### config.mk
export PLATFORM = sky130hd
export DESIGN_NAME = therm_guard
export DESIGN_NICKNAME = d
export VERILOG_FILES = /design/src/rtl/therm_guard_pkg.sv /design/src/rtl/therm_guard_chan.sv /design/src/rtl/therm_guard_regs.sv /design/src/rtl/therm_guard.sv
export SDC_FILE = /design/constraint.sdc
export NUM_CORES = 1
export LEC_CHECK = 0
export BUFFER_PORTS_ARGS = -buffer_cell sky130_fd_sc_hd__buf_4
export CAP_MARGIN = 20
export CELL_PAD_IN_SITES_DETAIL_PLACEMENT = 0
export CELL_PAD_IN_SITES_GLOBAL_PLACEMENT = 1
export CORE_MARGIN = 3
export CORE_UTILIZATION = 25
export CTS_CLUSTER_DIAMETER = 120
export DETAILED_ROUTE_END_ITERATION = 10
export HOLD_SLACK_MARGIN = 0.12
export PLACE_DENSITY_LB_ADDON = 0.1
export SLEW_MARGIN = 20
export SYNTH_ARGS = -nofsm -noshare
export SYNTH_HDL_FRONTEND = slang
export SYNTH_SLANG_ARGS = --single-unit
### constraint.sdc
create_clock -name clk_i -period 2.4 [get_ports clk_i]
set_input_delay 0.12 -clock clk_i [delete_from_list [all_inputs] [get_ports clk_i]]
set_output_delay 0.12 -clock clk_i [all_outputs]
set_load 0.02 [all_outputs]
### src/rtl/therm_guard_pkg.sv
package therm_guard_pkg;

  localparam int unsigned CODE_W     = 12;
  localparam int unsigned REG_W      = 32;
  localparam int unsigned HOT_LSB    = 16;
  localparam int unsigned ALM_ST_LSB = 0;
  localparam int unsigned SHT_ST_LSB = 4;

  localparam int unsigned OFS_IEN  = 'h44;
  localparam int unsigned OFS_STAT = 'h48;
  localparam int unsigned OFS_ALM  = 'h50;
  localparam int unsigned OFS_SHT  = 'h60;
  localparam int unsigned OFS_STEP = 4;

  typedef logic [CODE_W-1:0] code_t;

  typedef struct packed {
    code_t entry;
    code_t leave;
    code_t trip;
  } thr_t;

  // a code at or below a nonzero limit counts as hot
  function automatic logic code_is_hot(code_t code, code_t lim);
    return (lim != '0) && (code <= lim);
  endfunction

  // code above which an active alarm drops
  function automatic code_t release_level(code_t entry, code_t leave);
    return (leave != '0) ? leave : entry;
  endfunction

  function automatic logic alarm_step(logic cur, code_t code, code_t entry, code_t leave);
    if (entry == '0) return 1'b0;
    if (code <= entry) return 1'b1;
    if (code > release_level(entry, leave)) return 1'b0;
    return cur;
  endfunction

endpackage

### src/rtl/therm_guard_chan.sv
module therm_guard_chan
  import therm_guard_pkg::*;
(
  input  logic  clk_i,
  input  logic  rst_ni,
  input  logic  vld_i,
  input  code_t code_i,
  input  thr_t  thr_i,
  output logic  alm_act_o,
  output logic  sht_act_o,
  output logic  alm_rise_o,
  output logic  sht_rise_o
);

  logic alm_q, sht_q;
  logic alm_d, sht_d;

  always_comb begin
    alm_d = alarm_step(alm_q, code_i, thr_i.entry, thr_i.leave);
    sht_d = code_is_hot(code_i, thr_i.trip);
  end

  always_ff @(posedge clk_i or negedge rst_ni) begin
    if (!rst_ni) begin
      alm_q <= 1'b0;
      sht_q <= 1'b0;
    end else if (vld_i) begin
      alm_q <= alm_d;
      sht_q <= sht_d;
    end
  end

  assign alm_rise_o = vld_i & alm_d & ~alm_q;
  assign sht_rise_o = vld_i & sht_d & ~sht_q;
  assign alm_act_o  = alm_q;
  assign sht_act_o  = sht_q;

  a_r3_enter: assert property (@(posedge clk_i) disable iff (!rst_ni)
    vld_i && thr_i.entry != '0 && code_i <= thr_i.entry |=> alm_q);

  // codes between entry and release keep the alarm
  a_r4_hold: assert property (@(posedge clk_i) disable iff (!rst_ni)
    vld_i && alm_q && thr_i.entry != '0 && thr_i.leave != '0 &&
    code_i > thr_i.entry && code_i <= thr_i.leave |=> alm_q);

  a_r5_trip_off: assert property (@(posedge clk_i) disable iff (!rst_ni)
    vld_i && code_i > thr_i.trip |=> !sht_q);

  a_r9_alarm_off: assert property (@(posedge clk_i) disable iff (!rst_ni)
    vld_i && thr_i.entry == '0 |=> !alm_q);

  a_r10_no_strobe: assert property (@(posedge clk_i) disable iff (!rst_ni)
    !vld_i |=> $stable(alm_q) && $stable(sht_q));

endmodule

### src/rtl/therm_guard_regs.sv
module therm_guard_regs
  import therm_guard_pkg::*;
#(
  parameter int unsigned NS     = 3,
  parameter int unsigned ADDR_W = 8
) (
  input  logic              clk_i,
  input  logic              rst_ni,
  input  logic              wr_i,
  input  logic              rd_i,
  input  logic [ADDR_W-1:0] addr_i,
  input  logic [REG_W-1:0]  wdata_i,
  input  logic [NS-1:0]     alm_rise_i,
  input  logic [NS-1:0]     sht_rise_i,
  output thr_t [NS-1:0]     thr_o,
  output logic [REG_W-1:0]  rdata_o,
  output logic              rvld_o,
  output logic              irq_o
);

  thr_t [NS-1:0]    thr_q;
  logic [NS-1:0]    alm_en_q, sht_en_q, alm_st_q, sht_st_q;
  logic [REG_W-1:0] rd_mux, rdata_q;
  logic             rvld_q;
  logic             en_wr, st_wr;
  logic [NS-1:0]    alm_clr, sht_clr;
  logic             unused_wdata;

  function automatic logic [ADDR_W-1:0] alm_addr(int unsigned i);
    return ADDR_W'(OFS_ALM + OFS_STEP * i);
  endfunction

  function automatic logic [ADDR_W-1:0] sht_addr(int unsigned i);
    return ADDR_W'(OFS_SHT + OFS_STEP * i);
  endfunction

  assign en_wr   = wr_i && (addr_i == ADDR_W'(OFS_IEN));
  assign st_wr   = wr_i && (addr_i == ADDR_W'(OFS_STAT));
  assign alm_clr = st_wr ? wdata_i[ALM_ST_LSB +: NS] : '0;
  assign sht_clr = st_wr ? wdata_i[SHT_ST_LSB +: NS] : '0;
  assign unused_wdata = ^wdata_i;

  always_ff @(posedge clk_i or negedge rst_ni) begin
    if (!rst_ni) begin
      thr_q <= '0;
    end else if (wr_i) begin
      for (int unsigned i = 0; i < NS; i++) begin
        if (addr_i == alm_addr(i)) begin
          thr_q[i].entry <= wdata_i[HOT_LSB +: CODE_W];
          thr_q[i].leave <= wdata_i[0 +: CODE_W];
        end
        if (addr_i == sht_addr(i)) begin
          thr_q[i].trip <= wdata_i[HOT_LSB +: CODE_W];
        end
      end
    end
  end

  always_ff @(posedge clk_i or negedge rst_ni) begin
    if (!rst_ni) begin
      alm_en_q <= '0;
      sht_en_q <= '0;
    end else if (en_wr) begin
      alm_en_q <= wdata_i[ALM_ST_LSB +: NS];
      sht_en_q <= wdata_i[SHT_ST_LSB +: NS];
    end
  end

  // a new rising condition wins over a clear in the same cycle
  always_ff @(posedge clk_i or negedge rst_ni) begin
    if (!rst_ni) begin
      alm_st_q <= '0;
      sht_st_q <= '0;
    end else begin
      alm_st_q <= (alm_st_q & ~alm_clr) | alm_rise_i;
      sht_st_q <= (sht_st_q & ~sht_clr) | sht_rise_i;
    end
  end

  always_comb begin
    rd_mux = '0;
    if (addr_i == ADDR_W'(OFS_IEN)) begin
      rd_mux[ALM_ST_LSB +: NS] = alm_en_q;
      rd_mux[SHT_ST_LSB +: NS] = sht_en_q;
    end
    if (addr_i == ADDR_W'(OFS_STAT)) begin
      rd_mux[ALM_ST_LSB +: NS] = alm_st_q;
      rd_mux[SHT_ST_LSB +: NS] = sht_st_q;
    end
    for (int unsigned i = 0; i < NS; i++) begin
      if (addr_i == alm_addr(i)) begin
        rd_mux[HOT_LSB +: CODE_W] = thr_q[i].entry;
        rd_mux[0 +: CODE_W]       = thr_q[i].leave;
      end
      if (addr_i == sht_addr(i)) begin
        rd_mux[HOT_LSB +: CODE_W] = thr_q[i].trip;
      end
    end
  end

  always_ff @(posedge clk_i or negedge rst_ni) begin
    if (!rst_ni) begin
      rdata_q <= '0;
      rvld_q  <= 1'b0;
    end else begin
      rvld_q <= rd_i;
      if (rd_i) rdata_q <= rd_mux;
    end
  end

  assign thr_o   = thr_q;
  assign rdata_o = rdata_q;
  assign rvld_o  = rvld_q;
  assign irq_o   = (|(alm_st_q & alm_en_q)) | (|(sht_st_q & sht_en_q));

  a_r2_read_lat: assert property (@(posedge clk_i) disable iff (!rst_ni)
    rd_i |=> rvld_o);

  a_r8_irq_needs_status: assert property (@(posedge clk_i) disable iff (!rst_ni)
    irq_o |-> (|alm_st_q) || (|sht_st_q));

  for (genvar b = 0; b < NS; b++) begin : g_chk
    a_r6_alm_sticky: assert property (@(posedge clk_i) disable iff (!rst_ni)
      alm_st_q[b] && !alm_clr[b] |=> alm_st_q[b]);
    a_r6_sht_sticky: assert property (@(posedge clk_i) disable iff (!rst_ni)
      sht_st_q[b] && !sht_clr[b] |=> sht_st_q[b]);
    a_r7_alm_set_wins: assert property (@(posedge clk_i) disable iff (!rst_ni)
      alm_rise_i[b] |=> alm_st_q[b]);
    a_r7_sht_clear: assert property (@(posedge clk_i) disable iff (!rst_ni)
      sht_clr[b] && !sht_rise_i[b] |=> !sht_st_q[b]);
  end

endmodule

### src/rtl/therm_guard.sv
module therm_guard
  import therm_guard_pkg::*;
#(
  parameter int unsigned NUM_SENS = 3,
  parameter int unsigned ADDR_W   = 8
) (
  input  logic                       clk_i,
  input  logic                       rst_ni,
  input  logic [NUM_SENS*CODE_W-1:0] code_i,
  input  logic [NUM_SENS-1:0]        code_vld_i,
  input  logic                       reg_wr_i,
  input  logic                       reg_rd_i,
  input  logic [ADDR_W-1:0]          reg_addr_i,
  input  logic [REG_W-1:0]           reg_wdata_i,
  output logic [REG_W-1:0]           reg_rdata_o,
  output logic                       reg_rvld_o,
  output logic                       irq_o
);

  thr_t [NUM_SENS-1:0] thr;
  logic [NUM_SENS-1:0] alm_rise, sht_rise, alm_act, sht_act;

  for (genvar i = 0; i < NUM_SENS; i++) begin : g_chan
    therm_guard_chan u_chan (
      .clk_i      (clk_i),
      .rst_ni     (rst_ni),
      .vld_i      (code_vld_i[i]),
      .code_i     (code_i[i*CODE_W +: CODE_W]),
      .thr_i      (thr[i]),
      .alm_act_o  (alm_act[i]),
      .sht_act_o  (sht_act[i]),
      .alm_rise_o (alm_rise[i]),
      .sht_rise_o (sht_rise[i])
    );
  end

  therm_guard_regs #(
    .NS     (NUM_SENS),
    .ADDR_W (ADDR_W)
  ) u_regs (
    .clk_i      (clk_i),
    .rst_ni     (rst_ni),
    .wr_i       (reg_wr_i),
    .rd_i       (reg_rd_i),
    .addr_i     (reg_addr_i),
    .wdata_i    (reg_wdata_i),
    .alm_rise_i (alm_rise),
    .sht_rise_i (sht_rise),
    .thr_o      (thr),
    .rdata_o    (reg_rdata_o),
    .rvld_o     (reg_rvld_o),
    .irq_o      (irq_o)
  );

  // a rise only comes from an inactive condition
  a_r11_rise_from_idle: assert property (@(posedge clk_i) disable iff (!rst_ni)
    (|(alm_rise & alm_act)) == 1'b0 && (|(sht_rise & sht_act)) == 1'b0);

endmodule

Word-level counts from Yosys, hierarchy flattened
Cells that the tools add are included.

cells by class
  reduce and logical (&&, ||, !) cells = 22
  magnitude comparators = 9
  muxes and demuxes = 54
  equality and inequality tests = 8
  bitwise gates (word level) = 27

operator list
  operator              number
  $mux W12              12
  $le A12 B12 Y1        6
  $reduce_bool A12 Y1   6
  $eq A8 B7 Y1 const B  8
  $gt A12 B12 Y1        3
  $logic_not A12 Y1     3
  $mux W1               36
  $mux W3               6
  $and A1 B1 Y1         12
  $and A3 B3 Y3         4
  $reduce_and A2 Y1     6
  $not A1 Y1            6
  $not A3 Y3            2
  $or A3 B3 Y3          2
  $reduce_or A3 Y1      2
  $logic_and A1 B1 Y1   5
  $or A1 B1 Y1          1

storage, ports and cells
  flip-flop bits (word level) = 151
  word-level logic and storage cells = 141

Logic depth before layout (Yosys ltp)
Gate-level depths: netlist of the first run.

  depth in word-level cells = 12
  gate-level depth with buffers = 11
  depth with buffers taken out = 10

Modules after synthesis
A second synthesis of the first run with hierarchy kept.

second synthesis, totals
  cells, all modules = 1010
  area, all modules = 10153.5 um^2

modules (own cells, without submodules)
  module                                   seq. area each (um^2)  cells an instance  times used  area an instance (um^2)
  therm_guard_regs                         3628.5                 573                1           6839.1
  therm_guard_chan (g_chan[1].u_chan ...)  50.0                   146                2           1101.1
  therm_guard_chan (g_chan[0].u_chan)      50.0                   145                1           1112.3

Worst setup path after synthesis of the first run
OpenSTA, ideal clock, no wires.

  path kind = register to register
  start = register u_regs.thr_q (netlist bit u_regs.thr_o[87])
  end = register g_chan[2].u_chan.alm_q
  arrival time = 2267 ps
  setup time = 69 ps
  path buffers = 1
  clock period less this slack = 2336 ps
  setup slack = 64 ps
  stages on the path, launching flop included = 12
  cell sequence = dfrtp_1 > nor4_1 > and3_1 > clkbuf_1 > a21oi_1 > ha_1 > a21o_1 > nand3_1 > a21oi_1 > a2111oi_0 > o211ai_1 > nand3_1

on the way
  longest elaborated chain between the ends = 9

ends and longest elaborated chain
  what                    RTL line                source
  start: declaration      therm_guard_regs.sv:21  thr_t [NS-1:0] thr_q;
  $reduce_bool A12 Y1     therm_guard_pkg.sv:30   return (leave != '0) ? leave : entry;
  $mux W12 (*)            therm_guard_pkg.sv:30
  $gt A12 B12 Y1 (*)      therm_guard_pkg.sv:36   if (code > release_level(entry, leave)) return 1'b0;
  $mux W1 (2 in series)   therm_guard_pkg.sv:36
  $mux W1                 therm_guard_pkg.sv:35   if (code <= entry) return 1'b1;
  $mux W1 (*)             therm_guard_pkg.sv:37   return cur;
  $mux W1 (*)             therm_guard_pkg.sv:36
  $mux W1 (*)             therm_guard_pkg.sv:35
  end signal: assignment  therm_guard_chan.sv:28  alm_q <= alm_d;
  end: declaration        therm_guard_chan.sv:15  logic alm_q, sht_q;

Every way passes the cells marked *; elsewhere a longest branch is shown, timed or not. The select of a mux whose other input is x is not followed.
A chain may end at the register's enable or synchronous reset.

Worst setup path in the final report of the first run
  start = register u_regs.thr_q (netlist bit u_regs.thr_o[52])
  end = register g_chan[1].u_chan.alm_q

on the way
  longest elaborated chain between the ends = 9

ends and longest elaborated chain
  what                    RTL line
  $reduce_bool A12 Y1     therm_guard_pkg.sv:30
  $mux W12 (*)            therm_guard_pkg.sv:30
  $gt A12 B12 Y1 (*)      therm_guard_pkg.sv:36
  $mux W1 (2 in series)   therm_guard_pkg.sv:36
  $mux W1                 therm_guard_pkg.sv:35
  $mux W1 (*)             therm_guard_pkg.sv:37
  $mux W1 (*)             therm_guard_pkg.sv:36
  $mux W1 (*)             therm_guard_pkg.sv:35
  end signal: assignment  therm_guard_chan.sv:28
  end: declaration        therm_guard_chan.sv:15

Marked as above.

==> results.json, run 1 <==
{
  "synth.yosys.seq_area_share_pct": 38.46,
  "share_seq_of_total_power_pct": 39.1,
  "worstSetupPathDepth": 10,
  "crit_fanout": 4,
  "power.combinational.fraction_pct": 23.8,
  "timing.reg2reg.worst_path_depth": 10,
  "initial_core_util_pct": 25.72,
  "power_leakage_nw": 5.941,
  "clock-sinks": 151,
  "drt_pre_antenna_iters": 4,
  "yosys.area_share.adder_pct": 13.75,
  "final_min_period_over_clock_period_pct": 100.2,
  "finalHoldViolations": 0,
  "synth.mux.area_fraction_pct": 13.49,
  "port_bufs": 100,
  "holdPathStages": 5,
  "asyncSetResetFlopFracSynth_pct": 100.0,
  "timing.critical_path.from": "u_regs.thr_o[52]$_DFFE_PN0P_",
  "synth_xor_area_share_pct": 0,
  "critical-path-top-delay-family": "compound AO/OA/AOI/OAI gates",
  "netlist_area_mm2": 0.009826,
  "synth-edff-count": 0,
  "grt_antenna_before_repair": 2,
  "grt_overflow": 0,
  "worst-slew-pin-transition_ns": 0.6620,
  "clkSlewWorstSetupHoldPaths_ns": 0.07,
  "tritoncts.num_buffers": 17,
  "fp.dieH_um": 204.3,
  "die-area_mm2": 0.04172,
  "drc": 0,
  "worstSetupEndpointType": "flop",
  "antenna_cells_inserted": 0,
  "worstPathCellList": "nor4_4 -> and3_4 -> a21oi_2 -> ha_1 -> nor2b_1 -> o211ai_1 -> a211oi_2 -> a2111oi_2 -> o211ai_1 -> nand3_1",
  "switchingPower_mw": 2.367,
  "placed_cell_area_mm2": 0.01179,
  "timing.max_slew.rel_slack_pct": 55.87,
  "insertion_delay_ns": 0.44,
  "tritoncts": "done",
  "grt_usage_pct": 19.00,
  "detailroute.via_count": 8498,
  "grt_max_degree": 59,
  "synth_top_family_by_area": "compound AO/OA/AOI/OAI gates",
  "crit_buf_inv": 0,
  "drt-wirelength-per-cell_um": 22.70,
  "switching_share_pct": 31.74,
  "final_area_mm2": 0.01285,
  "dominantRegCellSynth": "sky130_fd_sc_hd__dfrtp_1",
  "design.portCount": 117,
  "via_per_inst": 4.898,
  "max-cap-violations": 0,
  "setup_slack_ns": -0.004350,
  "critPathMaxStageDelay_ns": 0.41,
  "route.final.wire_length_um": 39390,
  "maxClockFrequency_mhz": 415.9,
  "tot_pwr_mw": 7.457,
  "max_stage_delay_cell_worst_path": "sky130_fd_sc_hd__dfrtp_1",
  "first_global_vias": 8665,
  "synth-compound-area-share_pct": 16.92,
  "timing.final.setup_violations": 1,
  "grt_setup_unrepaired": "yes",
  "final_layout_size_suffix_gt1_share_pct": 27.61,
  "synth.yosys.warnings": 0,
  "irDropWorstVdd_v": 0.0004505,
  "initialDrtViolationCount": 524,
  "filler_cell_count": 4045,
  "die_w_um": 204.3,
  "h-tree-depth": 4,
  "root_buffer_cell": "sky130_fd_sc_hd__clkbuf_16",
  "critical-path-top-cell-by-count": "sky130_fd_sc_hd__o211ai_1",
  "yosysTopAreaCell": "sky130_fd_sc_hd__dfrtp_1",
  "p_int_mw": 5.090,
  "gp_routability_congestion": 0.8441,
  "worstPathRequired_ns": 2.77,
  "critical_path.reg2reg.startpoint": "u_regs.thr_o[52]$_DFFE_PN0P_",
  "num-nets-final": 1402,
  "cts_buffer_depth": 2,
  "setup_tns_ns": -0.004350,
  "violations": "negative setup slack",
  "skew_ns": 0.01130,
  "yosys.area_share.simple_pct": 11.40,
  "number_of_routed_nets_with_antenna_violations": 0,
  "synth.distinct_cells": 57,
  "synth_area_per_inst_um2": 9.855,
  "synth.top_cell.area_share_pct": 38.46,
  "power_share_of_the_clock_group_pct": 37.1,
  "detailedPlacementHpwl_um": 31360,
  "core_region_area_mm2": 0.03820,
  "finalWorstPathRequiredPeriod_ns": 2.404,
  "fin_util_pct": 33.64,
  "layout-area-overhead-vs-synth_pct": 30.78,
  "synth_common_cells": "sky130_fd_sc_hd__dfrtp_1 (151), sky130_fd_sc_hd__a21oi_1 (117), sky130_fd_sc_hd__ha_1 (108)",
  "run_status": "finished, violations left",
  "worst_hold_path_type": "in2reg",
  "first_pass_grt_wire_length_um": 58240,
  "hold_start": "reg_addr_i[3]",
  "ys_ff_latch": 151,
  "power_per_cell_area_mw_per_mm2": 580.3,
  "synthTopCellsByArea": "sky130_fd_sc_hd__dfrtp_1 (38%), sky130_fd_sc_hd__ha_1 (14%), sky130_fd_sc_hd__a21oi_1 (6.0%)",
  "synthesized_netlist_cell_count": 997,
  "worst_setup_path_start_kind": "flop",
  "fp-row-count": 71,
  "worst-setup-path-type": "reg2reg",
  "worst_path_arrival_ns": 2.77,
  "maxSlewViolCount": 0,
  "yosysMostFrequentCell": "sky130_fd_sc_hd__dfrtp_1"
}
per-stage QoR:
| stage | setup WS [ns] | hold WS (ns) | std cells |
|---|---|---|---|
| 3_5_place_dp | -0.1883 | 0.1670 | 1669 |
| 3_3_place_gp | -0.1758 | 0.1646 | 1669 |
| 2_1_floorplan | 0.06409 | -0.1756 | 1004 |
| 4_1_cts | -0.02119 | 0.2087 | 1731 |
| 6_report | -0.004350 | 0.2106 | 1735 |
| 5_1_grt | -0.1291 | 0.2181 | 1735 |
flip-flops by register name, summed over array words and instances, names as in the netlist:
name	flops
u_regs.thr_o	108
u_regs.rdata_o	24
g_chan.u_chan.alm_act_o	3
g_chan.u_chan.sht_act_o	3
u_regs.alm_en_q	3
u_regs.alm_st_q	3
u_regs.sht_en_q	3
u_regs.sht_st_q	3
u_regs.rvld_o	1
timing repair:
item	in CTS	in global routing
buffers inserted	1	4
endpoints found under the hold margin	183	0
pin swaps	5	18
resized for setup	12	19
setup endpoints to repair	2	4
hold buffers	29	0
worst paths after layout:
| check | endpoint | slack, ns |
|---|---|---|
| setup / recovery | g_chan[1].u_chan.alm_act_o$_DFFE_PN0P_ | -0.004 |
| hold / removal | u_regs.rdata_o[16]$_DFFE_PN0P_ | 0.21 |
| setup reg to reg | g_chan[1].u_chan.alm_act_o$_DFFE_PN0P_ | -0.004 |
| hold reg to reg | u_regs.sht_st_q[2]$_DFF_PN0_ | 0.45 |
| max in group asynchronous | u_regs.thr_o[81]$_DFFE_PN0P_ | 1.41 |
| min in group asynchronous | u_regs.thr_o[15]$_DFFE_PN0P_ | 0.26 |
cell families after synthesis:
family,after synthesis
AOI/OAI and AO/OA,281
and+or+nand+nor,207
DFF,151
buffers and inverters,134
muxes,115
adders and majority gates,108
other,1
power groups by stage:
| stage | clock, mW | sequential, mW | combinational (mW) |
|---|---|---|---|
| global placement | 0 | 2.96 | 1.64 |
| global route | 2.94 | 2.94 | 1.99 |
| CTS | 2.83 | 2.92 | 1.74 |
| finish | 2.76 | 2.92 | 1.78 |
| detailed placement | 0 | 2.96 | 1.65 |
| floorplan | 0 | 2.92 | 0.833 |
worst reg2reg max path: stages, from the launching register on:
cell,delay (ns)
sky130_fd_sc_hd__dfrtp_1,0.41
sky130_fd_sc_hd__nor4_4,0.30
sky130_fd_sc_hd__and3_4,0.27
sky130_fd_sc_hd__a21oi_2,0.08
sky130_fd_sc_hd__ha_1,0.28
sky130_fd_sc_hd__nor2b_1,0.13
sky130_fd_sc_hd__o211ai_1,0.21
sky130_fd_sc_hd__a211oi_2,0.10
sky130_fd_sc_hd__a2111oi_2,0.34
sky130_fd_sc_hd__o211ai_1,0.13
sky130_fd_sc_hd__nand3_1,0.09
per-layer routing:
| metal | vias up | share of wire (%) | global-route usage, % |
|---|---|---|---|
| li1 | 4123 | - | - |
| met2 | 173 | 44 | 29.19 |
| met4 | 0 | 1.2 | 3.809 |
| met1 | 4184 | 51 | 28.43 |
| met5 | - | 0 | 0 |
| met3 | 18 | 3.6 | 2.644 |
cell usage in the layout, fill, tap and decap left out, drive strengths merged, types with 20 or more instances in the layout:
cell / instances
o21ai: 61
o211ai: 26
nor4: 27
a22oi: 20
buf: 208
nand3: 23
inv: 90
nor2: 21
dfrtp: 151
dlygate4sd3: 29
mux2: 109
a21oi: 117
nand2: 77
ha: 108
final cells by class:
class / instances / area [um2] / share of cell area (%)
flip-flops and latches: 151 / 3779 / 29.41
repair buffers: 237 / 1904 / 14.82
multi-input cells: 719 / 5613 / 43.68
well taps: 511 / 639.4 / 4.976
clock buffers: 17 / 425.4 / 3.311
clock inverters: 15 / 170.2 / 1.324
inverters: 85 / 319.1 / 2.483
Power figures use the tool's default switching activity.
==> inputs of run 2 (changes only) <==
- SKIP_CTS_REPAIR_TIMING: not set -> 1
==> run 2 against run 1 <==
The run still ends with negative setup slack left; final cell count did not move; die area did not move; clock skew fell by 0.00080 ns; count of clock-buffer cells in the layout did not move; first-iteration DRC count rose by 17%; wire length rose by 0.19%; power rose by 0.27%; via count rose by 0.25%; final area barely moved; sequential power barely moved; highest routed layer unchanged; non-clock buffer count did not move.
==> results.json, run 2 (synthesized netlist as in run 1, its figures left out) <==
{
  "clkSlewWorstSetupHoldPaths_ns": 0.07,
  "insertion_delay_ns": 0.43,
  "fin_util_pct": 33.65,
  "violations": "negative setup slack",
  "worstSetupEndpointType": "flop",
  "die_w_um": 204.3,
  "worstPathRequired_ns": 2.70,
  "fp.dieH_um": 204.3,
  "first_pass_grt_wire_length_um": 57950,
  "drt_pre_antenna_iters": 5,
  "maxClockFrequency_mhz": 407.6,
  "detailroute.via_count": 8519,
  "layout-area-overhead-vs-synth_pct": 30.80,
  "timing.final.setup_violations": 1,
  "grt_antenna_before_repair": 2,
  "detailedPlacementHpwl_um": 31360,
  "gp_routability_congestion": 0.8441,
  "power_per_cell_area_mw_per_mm2": 581.8,
  "timing.hold.worst_endpoint": "u_regs.rdata_o[16]$_DFFE_PN0P_",
  "mostFrequentLayoutCells": "sky130_fd_sc_hd__buf_4 (201), sky130_fd_sc_hd__dfrtp_1 (151), sky130_fd_sc_hd__ha_1 (108)",
  "cts_buffer_depth": 2,
  "largest_reg_flops": 108,
  "initialDrtViolationCount": 612,
  "crit_buf_inv": 1,
  "drc": 0,
  "clock-sinks": 151,
  "grt_setup_unrepaired": "yes",
  "hold_start": "reg_addr_i[3]",
  "finalWorstPathRequiredPeriod_ns": 2.454,
  "drt-wirelength-per-cell_um": 22.74,
  "tot_pwr_mw": 7.477,
  "grt_max_degree": 59,
  "setup_slack_ns": -0.05362,
  "irDropWorstVdd_v": 0.0004511,
  "num-nets-final": 1402,
  "design.portCount": 117,
  "sequential_cell_area_mm2": 0.003779,
  "route.final.wire_length_um": 39460,
  "filler_cell_count": 4058,
  "layout.cells.most_common": "sky130_fd_sc_hd__buf_4",
  "fp-row-count": 71,
  "critical-path-top-delay-family": "simple AND/OR/NAND/NOR gates",
  "maxSlewViolCount": 0,
  "grt_usage_pct": 18.94,
  "worst_hold_path_type": "in2reg",
  "setup_tns_ns": -0.05362,
  "max_stage_delay_cell_worst_path": "sky130_fd_sc_hd__dfrtp_1",
  "tritoncts": "done",
  "worst_path_arrival_ns": 2.75,
  "skew_ns": 0.01050,
  "grt_overflow": 0,
  "timing.max_slew.rel_slack_pct": 56.57,
  "h-tree-depth": 4,
  "final_min_period_over_clock_period_pct": 102.2,
  "finalHoldViolations": 0,
  "timing.reg2reg.setup_slack_ns": -0.05,
  "timing.reg2reg.worst_path_depth": 10,
  "hold_ws_ns": 0.2167,
  "tritoncts.num_buffers": 17,
  "die-area_mm2": 0.04172,
  "antenna_cells_inserted": 0,
  "worst_setup_path_start_kind": "flop",
  "crit_fanout": 8,
  "port_bufs": 100,
  "critPathMaxStageDelay_ns": 0.41,
  "power_leakage_nw": 5.942,
  "area_occupied_by_multi_input_gates_mm2": 0.005615,
  "minimum_setup_slack_after_placement_ns": -0.1883,
  "initial_core_util_pct": 25.72,
  "first_global_vias": 8593,
  "worst-slew-pin-transition_ns": 0.6515,
  "regToRegEndpoint": "g_chan[1].u_chan.alm_act_o$_DFFE_PN0P_",
  "via_per_inst": 4.910,
  "core_region_area_mm2": 0.03820,
  "max-cap-violations": 0,
  "final_layout_size_suffix_gt1_share_pct": 27.70,
  "run_status": "finished, violations left",
  "root_buffer_cell": "sky130_fd_sc_hd__clkbuf_16",
  "worst-setup-path-type": "reg2reg",
  "number_of_routed_nets_with_antenna_violations": 0,
  "worstPathCellList": "nor4_4 -> and3_4 -> buf_6 -> a21oi_1 -> ha_1 -> nand4_1 -> a211oi_2 -> a2111oi_2 -> o211ai_1 -> nand3_1",
  "critical_path.reg2reg.startpoint": "u_regs.thr_o[52]$_DFFE_PN0P_",
  "holdPathStages": 5
}
==> run 2: cell counts in the layout (fill, tap and decap cells not counted) <==
No cell type changed its count.
==> run 2: worst reg2reg max path, delay by kind of cell, from the launching register on <==
family / cells / cell delay [ns]
flops: 1 / 0.41
compound gates: 4 / 0.58
simple gates: 4 / 0.85
fa+ha+maj: 1 / 0.34
buf+inv: 1 / 0.14
==> run 2: how the worst max path moves through the flow <==
stage                     cells after the start                                endpoint  slack (ns)                         start
final                                        10  g_chan[1].u_chan.alm_act_o$_DFFE_PN0P_       -0.05  u_regs.thr_o[52]$_DFFE_PN0P_
after global placement                       11  g_chan[1].u_chan.alm_act_o$_DFFE_PN0P_       -0.18  u_regs.thr_o[59]$_DFFE_PN0P_
after floorplan                              11  g_chan[2].u_chan.alm_act_o$_DFFE_PN0P_        0.06  u_regs.thr_o[87]$_DFFE_PN0P_
after detailed placement                     11  g_chan[1].u_chan.alm_act_o$_DFFE_PN0P_       -0.19  u_regs.thr_o[59]$_DFFE_PN0P_
after CTS                                    11  g_chan[1].u_chan.alm_act_o$_DFFE_PN0P_       -0.22  u_regs.thr_o[59]$_DFFE_PN0P_
after global routing                         10  g_chan[1].u_chan.alm_act_o$_DFFE_PN0P_       -0.16  u_regs.thr_o[52]$_DFFE_PN0P_
==> run 2: layout make-up <==
type	instances	share of cell area, %
Inverter	85	2.482
Sequential cell	151	29.40
Multi-Input combinational cell	719	43.69
Clock buffer	17	3.310
Timing Repair Buffer	237	14.82
Clock inverter	15	1.324
Tap cell	511	4.975
==> run 2: power breakdown <==
group	total, mW	internal, mW	switching (mW)
clock network	2.76	1.56	1.20
registers	2.91	2.72	0.192
logic	1.80	0.823	0.977
==> run 2: layer usage <==
metal | global-route usage [%] | routed length [um] | up-vias | part of all wire [%]
met5 | 0 | 0 | - | 0
met4 | 3.809 | 461 | 0 | 1.2
met3 | 2.692 | 1593 | 19 | 4.0
met2 | 29.01 | 17450 | 187 | 44
met1 | 28.37 | 19960 | 4195 | 51
li1 | - | - | 4118 | -
==> run 2: metrics by stage <==
step / instances / instance area (um2)
6_report: 1735 / 12850
5_1_grt: 1735 / 12850
4_1_cts: 1701 / 12390
3_5_place_dp: 1669 / 11790
3_3_place_gp: 1669 / 11790
2_1_floorplan: 1004 / 9852
